`config.mk`:
```
export PLATFORM = sky130hd
export DESIGN_NAME = bp_corr_predictor
export DESIGN_NICKNAME = d
export VERILOG_FILES = /design/src/rtl/bp_corr_pkg.sv /design/src/rtl/bp_hist_file.sv /design/src/rtl/bp_index_gen.sv /design/src/rtl/bp_pattern_table.sv /design/src/rtl/bp_corr_predictor.sv
export SDC_FILE = /design/constraint.sdc
export NUM_CORES = 1
export LEC_CHECK = 0
export BUFFER_PORTS_ARGS = -buffer_cell sky130_fd_sc_hd__buf_2
export CAP_MARGIN = 20
export CELL_PAD_IN_SITES_DETAIL_PLACEMENT = 0
export CELL_PAD_IN_SITES_GLOBAL_PLACEMENT = 1
export CORE_MARGIN = 4
export CORE_UTILIZATION = 40
export DETAILED_ROUTE_END_ITERATION = 7
export PLACE_DENSITY_LB_ADDON = 0.15
export SLEW_MARGIN = 20
export SYNTH_ARGS = -nofsm -noshare
export SYNTH_HDL_FRONTEND = slang
export SYNTH_SLANG_ARGS = --single-unit
```
`constraint.sdc`:
```
create_clock -name clk -period 3.1 [get_ports clk]
set_clock_uncertainty 0.15 [all_clocks]
set_input_delay 0.31 -clock clk [delete_from_list [all_inputs] [get_ports clk]]
set_output_delay 0.31 -clock clk [all_outputs]
set_load 0.05 [all_outputs]
```
`src/rtl/bp_corr_pkg.sv`:
```
package bp_corr_pkg;

    // Per-counter transition chosen for one clock.
    typedef enum logic [1:0] {
        CTR_HOLD = 2'd0,
        CTR_INC  = 2'd1,
        CTR_DEC  = 2'd2
    } ctr_act_e;

    // Bits of the PC that never take part in indexing (word alignment).
    localparam int unsigned PC_ALIGN_BITS = 2;

endpackage

```
`src/rtl/bp_hist_file.sv`:
```
module bp_hist_file #(
    parameter int unsigned PC_W  = 32,
    parameter int unsigned K     = 2,
    parameter int unsigned A     = 0,
    localparam int unsigned HREGS = 1 << A,
    localparam int unsigned SEL_W = (A > 0) ? A : 1
) (
    input  logic                clk,
    input  logic                rst_n,
    input  logic [PC_W-1:0]     lk_pc,
    input  logic                upd_valid,
    input  logic [PC_W-1:0]     upd_pc,
    input  logic                upd_taken,
    output logic [K-1:0]        lk_hist,
    output logic [K-1:0]        upd_hist,
    output logic [SEL_W-1:0]    upd_sel,
    output logic [HREGS*K-1:0]  hist_vec
);
    import bp_corr_pkg::*;

    logic [K-1:0] hist_q [HREGS];
    logic [K-1:0] hist_shifted;

    generate
        if (A == 0) begin : g_global
            // One register shared by every branch.
            assign lk_hist  = hist_q[0];
            assign upd_hist = hist_q[0];
            assign upd_sel  = '0;
        end else begin : g_per_addr
            logic [A-1:0] lk_sel;
            assign lk_sel   = lk_pc[PC_ALIGN_BITS +: A];
            assign upd_sel  = upd_pc[PC_ALIGN_BITS +: A];
            assign lk_hist  = hist_q[lk_sel];
            assign upd_hist = hist_q[upd_sel];
        end
    endgenerate

    assign hist_shifted = (upd_hist << 1) | K'(upd_taken);

    always_ff @(posedge clk) begin
        if (!rst_n) begin
            for (int h = 0; h < HREGS; h++) begin
                hist_q[h] <= '0;
            end
        end else if (upd_valid) begin
            for (int h = 0; h < HREGS; h++) begin
                if (SEL_W'(h) == upd_sel) begin
                    hist_q[h] <= hist_shifted;
                end
            end
        end
    end

    generate
        for (genvar h = 0; h < HREGS; h++) begin : g_flat
            assign hist_vec[h*K +: K] = hist_q[h];
        end
    endgenerate

endmodule

```
`src/rtl/bp_index_gen.sv`:
```
module bp_index_gen #(
    parameter int unsigned PC_W  = 32,
    parameter int unsigned K     = 2,
    parameter int unsigned M     = 4,
    parameter bit          HASH  = 1'b0,
    localparam int unsigned IDX_W = M + K
) (
    input  logic [PC_W-1:0]  pc,
    input  logic [K-1:0]     hist,
    output logic [IDX_W-1:0] idx
);
    import bp_corr_pkg::*;

    generate
        if (HASH) begin : g_hash
            // Wide PC slice folded with the history.
            assign idx = pc[PC_ALIGN_BITS +: IDX_W] ^ IDX_W'(hist);
        end else begin : g_concat
            // Address bits on top, history below.
            assign idx = {pc[PC_ALIGN_BITS +: M], hist};
        end
    endgenerate

endmodule

```
`src/rtl/bp_pattern_table.sv`:
```
module bp_pattern_table #(
    parameter int unsigned IDX_W = 6,
    parameter int unsigned N     = 2,
    localparam int unsigned ENT     = 1 << IDX_W,
    localparam logic [N-1:0] CTR_MAX = {N{1'b1}},
    localparam logic [N-1:0] CTR_WNT = CTR_MAX >> 1
) (
    input  logic               clk,
    input  logic               rst_n,
    input  logic [IDX_W-1:0]   lk_idx,
    input  logic               upd_valid,
    input  logic [IDX_W-1:0]   upd_idx,
    input  logic               upd_taken,
    output logic               lk_taken,
    output logic [ENT*N-1:0]   ctr_vec
);
    import bp_corr_pkg::*;

    logic [N-1:0] ctr_q [ENT];
    ctr_act_e     act   [ENT];
    logic [N-1:0] lk_ctr;

    // Transition chosen for each entry.
    always_comb begin
        for (int e = 0; e < ENT; e++) begin
            if (upd_valid && (IDX_W'(e) == upd_idx)) begin
                act[e] = upd_taken ? CTR_INC : CTR_DEC;
            end else begin
                act[e] = CTR_HOLD;
            end
        end
    end

    // State register of every counter.
    always_ff @(posedge clk) begin
        if (!rst_n) begin
            for (int e = 0; e < ENT; e++) begin
                ctr_q[e] <= CTR_WNT;
            end
        end else begin
            for (int e = 0; e < ENT; e++) begin
                unique case (act[e])
                    CTR_HOLD: ctr_q[e] <= ctr_q[e];
                    CTR_INC: begin
                        if (ctr_q[e] != CTR_MAX) ctr_q[e] <= ctr_q[e] + N'(1);
                    end
                    CTR_DEC: begin
                        if (ctr_q[e] != '0) ctr_q[e] <= ctr_q[e] - N'(1);
                    end
                    default: ctr_q[e] <= ctr_q[e];
                endcase
            end
        end
    end

    // Output process: the upper half of the range predicts taken.
    always_comb begin
        lk_ctr   = ctr_q[lk_idx];
        lk_taken = lk_ctr[N-1];
    end

    generate
        for (genvar e = 0; e < ENT; e++) begin : g_flat
            assign ctr_vec[e*N +: N] = ctr_q[e];
        end
    endgenerate

endmodule

```
`src/rtl/bp_corr_predictor.sv`:
```
module bp_corr_predictor #(
    parameter int unsigned PC_W          = 32,
    parameter int unsigned HIST_BITS     = 2,
    parameter int unsigned HIST_SEL_BITS = 0,
    parameter int unsigned PAT_PC_BITS   = 4,
    parameter int unsigned CTR_BITS      = 2,
    parameter bit          HASH_IDX      = 1'b0,
    localparam int unsigned IDX_W = PAT_PC_BITS + HIST_BITS,
    localparam int unsigned ENT   = 1 << IDX_W,
    localparam int unsigned HREGS = 1 << HIST_SEL_BITS,
    localparam int unsigned SEL_W = (HIST_SEL_BITS > 0) ? HIST_SEL_BITS : 1
) (
    input  logic            clk,
    input  logic            rst_n,
    input  logic [PC_W-1:0] lk_pc,
    output logic            lk_taken,
    input  logic            upd_valid,
    input  logic [PC_W-1:0] upd_pc,
    input  logic            upd_taken
);

    logic [HIST_BITS-1:0]       lk_hist;
    logic [HIST_BITS-1:0]       upd_hist;
    logic [SEL_W-1:0]           upd_sel;
    logic [HREGS*HIST_BITS-1:0] hist_vec;
    logic [IDX_W-1:0]           lk_idx;
    logic [IDX_W-1:0]           upd_idx;
    logic [ENT*CTR_BITS-1:0]    ctr_vec;

    bp_hist_file #(
        .PC_W (PC_W),
        .K    (HIST_BITS),
        .A    (HIST_SEL_BITS)
    ) hist_i (
        .clk       (clk),
        .rst_n     (rst_n),
        .lk_pc     (lk_pc),
        .upd_valid (upd_valid),
        .upd_pc    (upd_pc),
        .upd_taken (upd_taken),
        .lk_hist   (lk_hist),
        .upd_hist  (upd_hist),
        .upd_sel   (upd_sel),
        .hist_vec  (hist_vec)
    );

    bp_index_gen #(
        .PC_W (PC_W),
        .K    (HIST_BITS),
        .M    (PAT_PC_BITS),
        .HASH (HASH_IDX)
    ) lk_ix_i (
        .pc   (lk_pc),
        .hist (lk_hist),
        .idx  (lk_idx)
    );

    bp_index_gen #(
        .PC_W (PC_W),
        .K    (HIST_BITS),
        .M    (PAT_PC_BITS),
        .HASH (HASH_IDX)
    ) upd_ix_i (
        .pc   (upd_pc),
        .hist (upd_hist),
        .idx  (upd_idx)
    );

    bp_pattern_table #(
        .IDX_W (IDX_W),
        .N     (CTR_BITS)
    ) pht_i (
        .clk       (clk),
        .rst_n     (rst_n),
        .lk_idx    (lk_idx),
        .upd_valid (upd_valid),
        .upd_idx   (upd_idx),
        .upd_taken (upd_taken),
        .lk_taken  (lk_taken),
        .ctr_vec   (ctr_vec)
    );

endmodule

```
==> Yosys cells after proc, flatten, opt, wreduce, memory -nomap -nowiden <==
Memories as Yosys holds them, arrays and structs flattened.
Index checks and enable logic that the tools add are counted.
{ "totals": {"ff_bits": 0, "ram_bits": 130, "input_bits": 68, "output_inout_bits": 1, "word_cells": 2123, "n_memories": 2} }
{ "mem_list": {"columns": ["name", "depth", "word_bits", "rd", "rd_clocked_by_memory_dff", "wr", "line_no", "source"], "rows": [
  ["pht_i.ctr_q", 64, 2, 65, 0, 64, "bp_pattern_table.sv:19", "logic [N-1:0] ctr_q [ENT];"],
  ["hist_i.hist_q", 1, 2, 1, 0, 1, "bp_hist_file.sv:21", "logic [K-1:0] hist_q [HREGS];"]
]} }
{ "op_classes": {"n_addsub": 128, "eq_ne": 255, "n_mux": 1223, "bitwise_logic": 257, "reduce_logical": 258} }
{ "ops": {"columns": ["op", "count"], "rows": [
  ["$mux 1", 901],
  ["$mux 2", 322],
  ["$or 1x1->1", 256],
  ["$eq 6x6->1 const A", 32],
  ["$reduce_or 3->1", 64],
  ["$add 2x1->2 const B", 64],
  ["$eq 2x1->1 const B", 64],
  ["$eq 2x2->1 const B", 64],
  ["$logic_not 2->1", 64],
  ["$ne 2x2->1 const B", 64],
  ["$reduce_bool 2->1", 64],
  ["$sub 2x1->2 const B", 64],
  ["$eq 5x6->1 const A", 16],
  ["$logic_and 1x1->1", 64],
  ["$eq 4x6->1 const A", 8],
  ["$eq 3x6->1 const A", 4],
  ["$eq 2x6->1 const A", 2],
  ["$eq 1x6->1 const A", 1],
  ["$logic_not 6->1", 1],
  ["$or 2x1->2", 1],
  ["$reduce_or 2->1", 1]
]} }

==> Longest topological paths before layout <==
An unclocked memory read counts as a cell.
{ "logic_depth": {"word_depth": 12, "ltp_mapped": 7, "ltp_nobuf": 5} }

==> Modules after synthesis <==
From an unflattened synthesis, not the netlist that was laid out.
{ "unflattened": {"cells_unflattened": 890, "area_unflattened_um2": 8660.8} }
{ "by_module_without_submodules": {"columns": ["module", "instances", "cells_per_inst", "area_each_um2", "seq_area_each_um2"], "rows": [
  ["bp_pattern_table", 1, 867, 8450.6, 3843.7],
  ["bp_hist_file", 1, 11, 120.1, 60.1],
  ["bp_index_gen", 2, 6, 45.0, 0.0]
]} }

==> Worst setup path before layout <==
No wires, ideal clock.
{ "synth_timing": {"kind": "flip-flop to output port", "startpoint": "memory hist_i.hist_q[0][1]", "endpoint": "output lk_taken", "arrival_time_ns": 1.911, "required_ns": 2.640, "setup_slack_ns": 0.729, "path_stages_with_launch": 8, "path_cell_list": "edfxtp_1 buf_6 buf_8 mux4_2 mux2i_1 mux2i_1 mux2i_1 o21ai_1"} }
{ "synth_between": {"elab_chain_len": 2} }
{ "synth_rtl": {"columns": ["item", "line_no", "source"], "rows": [
  ["from (decl)", "bp_hist_file.sv:21", null],
  ["$mem_v2 1x2", null, null],
  ["$mem_v2 64x2", null, null],
  ["to (decl)", "bp_corr_predictor.sv:16", "output logic lk_taken,"]
]} }
Every way passes these cells.

==> Worst setup path after layout <==
{ "layout_timing": {"startpoint": "memory hist_i.hist_q[0][0]", "endpoint": "output lk_taken"} }
The elaborated chain is that of the path after synthesis.

==> flow_metrics.env <==
export IMPL_status="finished clean"
export IMPL_avgSynthCellArea_um2=10.1
export IMPL_grt_first_pass_wirelength_mm=41.6
export IMPL_synthDistinctLibCells=49
export IMPL_asr_flop_ratio_synth=0
export IMPL_start_util=0.410
export IMPL_postLayoutCoreUtil=0.452
export IMPL_area_growth_synth_to_final_pct=10.3
export IMPL_timing_hold_worst_class="primary input to register"
export IMPL_postSynthCellCount=859
export IMPL_dp_final_hpwl_mm=17.1
export IMPL_clock_insertion_delay_worst_skew_ps=430
export IMPL_cp_arrival_ps=2520
export IMPL_leakagePower_nw=3.22
export IMPL_route_vias_total=7481
export IMPL_synth_fp_nets=929
export IMPL_worstSetupStartpointType="register"
export IMPL_ctsHtreeMaxLevel=4
export IMPL_end_kind="output pin"
export IMPL_gp_congestion=0.782
export IMPL_final_common_cell="edfxtp_1"
export IMPL_route_detailed_vias_per_inst=6.57
export IMPL_fp_coreArea_mm2=0.0212
export IMPL_max_cap_violations=0
export IMPL_first_global_vias=7460
export IMPL_cts_buffers_inserted=17
export IMPL_commonest_register_cell_after_synthesis="edfxtp_1"
export IMPL_grt_use_total=0.221
export IMPL_portBuffers=12
export IMPL_boundaryPins=69
export IMPL_drt_iter0_drc=734
export IMPL_preCtsSetupSlack_ps=516
export IMPL_avgRoutedWirePerCell_um=23.4
export IMPL_die_width_um=155
export IMPL_detail_route_drc_violations=0
export IMPL_die_boundary_height_um=155
export IMPL_cts_hold_buf=0
export IMPL_slew_limit_headroom=0.501
export IMPL_final_fill_count=1950
export IMPL_cts_resized_gates=0
export IMPL_final_hold_violation_count=0
export IMPL_layout_drive_gt1_share=0.130
export IMPL_rsz_0062_raised_after_global_routing="false"
export IMPL_first_pass_iters=5
export IMPL_insertedDiodeCount=0
export IMPL_timing_critical_path_required_ps=2640
export IMPL_final_worst_path_period_share=0.961
export IMPL_std_cell_rows=53
export IMPL_finalMaxSlewViolations=0
export IMPL_global_route_overflow_total=0
export IMPL_layout_nets=920
export IMPL_finalWorstSetupSlack_ps=120
export IMPL_fin_total_pwr_mw=4.94
export IMPL_criticalPathCategory="register to output pin"
export IMPL_critical_path_max_fanout=26
export IMPL_power_density_mw_per_mm2=517
export IMPL_wirelength_mm=26.6
export IMPL_yosys_register_bits=130
export IMPL_tritoncts="built"
export IMPL_period_needed_ps=2980
export IMPL_post_cts_setup_buffer_count=0
export IMPL_number_of_antenna_violations_at_the_first_check_in_global_routing=0
export IMPL_max_vdd_drop_uv=353
export IMPL_timing_worst_slew_pin_value_ps=749
export IMPL_cts_root_buf="clkbuf_16"
export IMPL_drt_antenna_violating_nets=0
export IMPL_final_setup_tns_ps=0
export IMPL_synth_edf_count=130
export IMPL_setup_violation_total_in_the_final_timing_report=0
export IMPL_grt_max_degree=90
export IMPL_fin_worst_hold_slack_ps=141
export IMPL_clock_sinks=130
export IMPL_dieArea_mm2=0.0241
export IMPL_max_freq_mhz=336
export IMPL_cts_buffer_depth=2
export IMPL_synth_yosys_seq_area_share=0.450
export IMPL_yosys_warnings=0
export IMPL_post_synth_instance_area_mm2=0.00867
export IMPL_clk_pin_slew_worst_paths_ps=60
export IMPL_final_cell_mix="edfxtp_1, nand3_1, nor3_1, xor2_1, a21oi_1"
-- flip-flops by register name (all words and copies together), names as in the netlist --
register       count
pht_i.ctr_q      128
hist_i.hist_q      2
-- cell usage after synthesis (all sizes together) (32+ instances only) --
library cell	count	share of area
nand4	42	0.030
edfxtp	130	0.45
and3	59	0.043
a21oi	60	0.035
o41ai	63	0.074
nor3	73	0.046
nand2	51	0.025
clkbuf	32	0.014
buf	32	0.025
o21ai	59	0.034
nand3	88	0.053
nor2	42	0.023
xor2	62	0.063
-- through the flow --
step	cell area, um^2	cells
3_3_place_gp	8960	1104
3_5_place_dp	8960	1104
2_1_floorplan	8670	859
6_report	9570	1138
5_1_grt	9570	1138
4_1_cts	9540	1136
-- report_power, final --
part	switching (mW)	total [mW]	internal (mW)	leakage, nW
clock	0.770	2.02	1.25	0.274
sequential	0.168	2.26	2.09	1.26
combinational	0.411	0.672	0.261	1.68
-- worst max-delay path: stages (launching register included) --
cell and delay, ps:
edfxtp_1 390, buf_12 230, mux4_2 540, mux2i_1 220, mux2i_1 110, mux2i_1 220
o21ai_1 120, buf_2 230
-- metal layers --
layer | wire length (um) | track usage | vias up
li1 | - | - | 3364
met1 | 11100 | 0.287 | 3773
met2 | 13000 | 0.364 | 281
met3 | 1560 | 0.0367 | 63
met4 | 975 | 0.101 | 0
met5 | 0 | 0 | -
-- cells by family after synthesis --
family,after synthesis,synth area share
compound gates,192,0.152
xor+xnor,63,0.0636
fa+ha+maj,2,0.00289
buf+inv,69,0.0410
flops,130,0.450
mux,26,0.0535
simple gates,377,0.237
-- final timing paths --
| kind | from | endpoint | slack (ps) | depth (start not counted) |
|---|---|---|---|---|
| max reg2reg | hist_i.hist_q[0][1] | pht_i.ctr_q[41][1] | 430 | 5 |
| min reg2reg | pht_i.ctr_q[51][0] | pht_i.ctr_q[51][0] | 470 | 1 |
| min | upd_valid | hist_i.hist_q[0][0] | 140 | 2 |
| max | hist_i.hist_q[0][0] | lk_taken | 120 | 7 |
-- area by class of cell --
type / instances / area, um^2 / area share
clock buffer: 19 / 433 / 0.0452
clock inverter: 13 / 143 / 0.0149
inverter: 5 / 18.8 / 0.00196
multi-input combinational: 660 / 4410 / 0.461
sequential: 130 / 3900 / 0.408
tap: 275 / 344 / 0.0360
timing repair buffer: 36 / 313 / 0.0327
(Power assumes the default switching activity.)
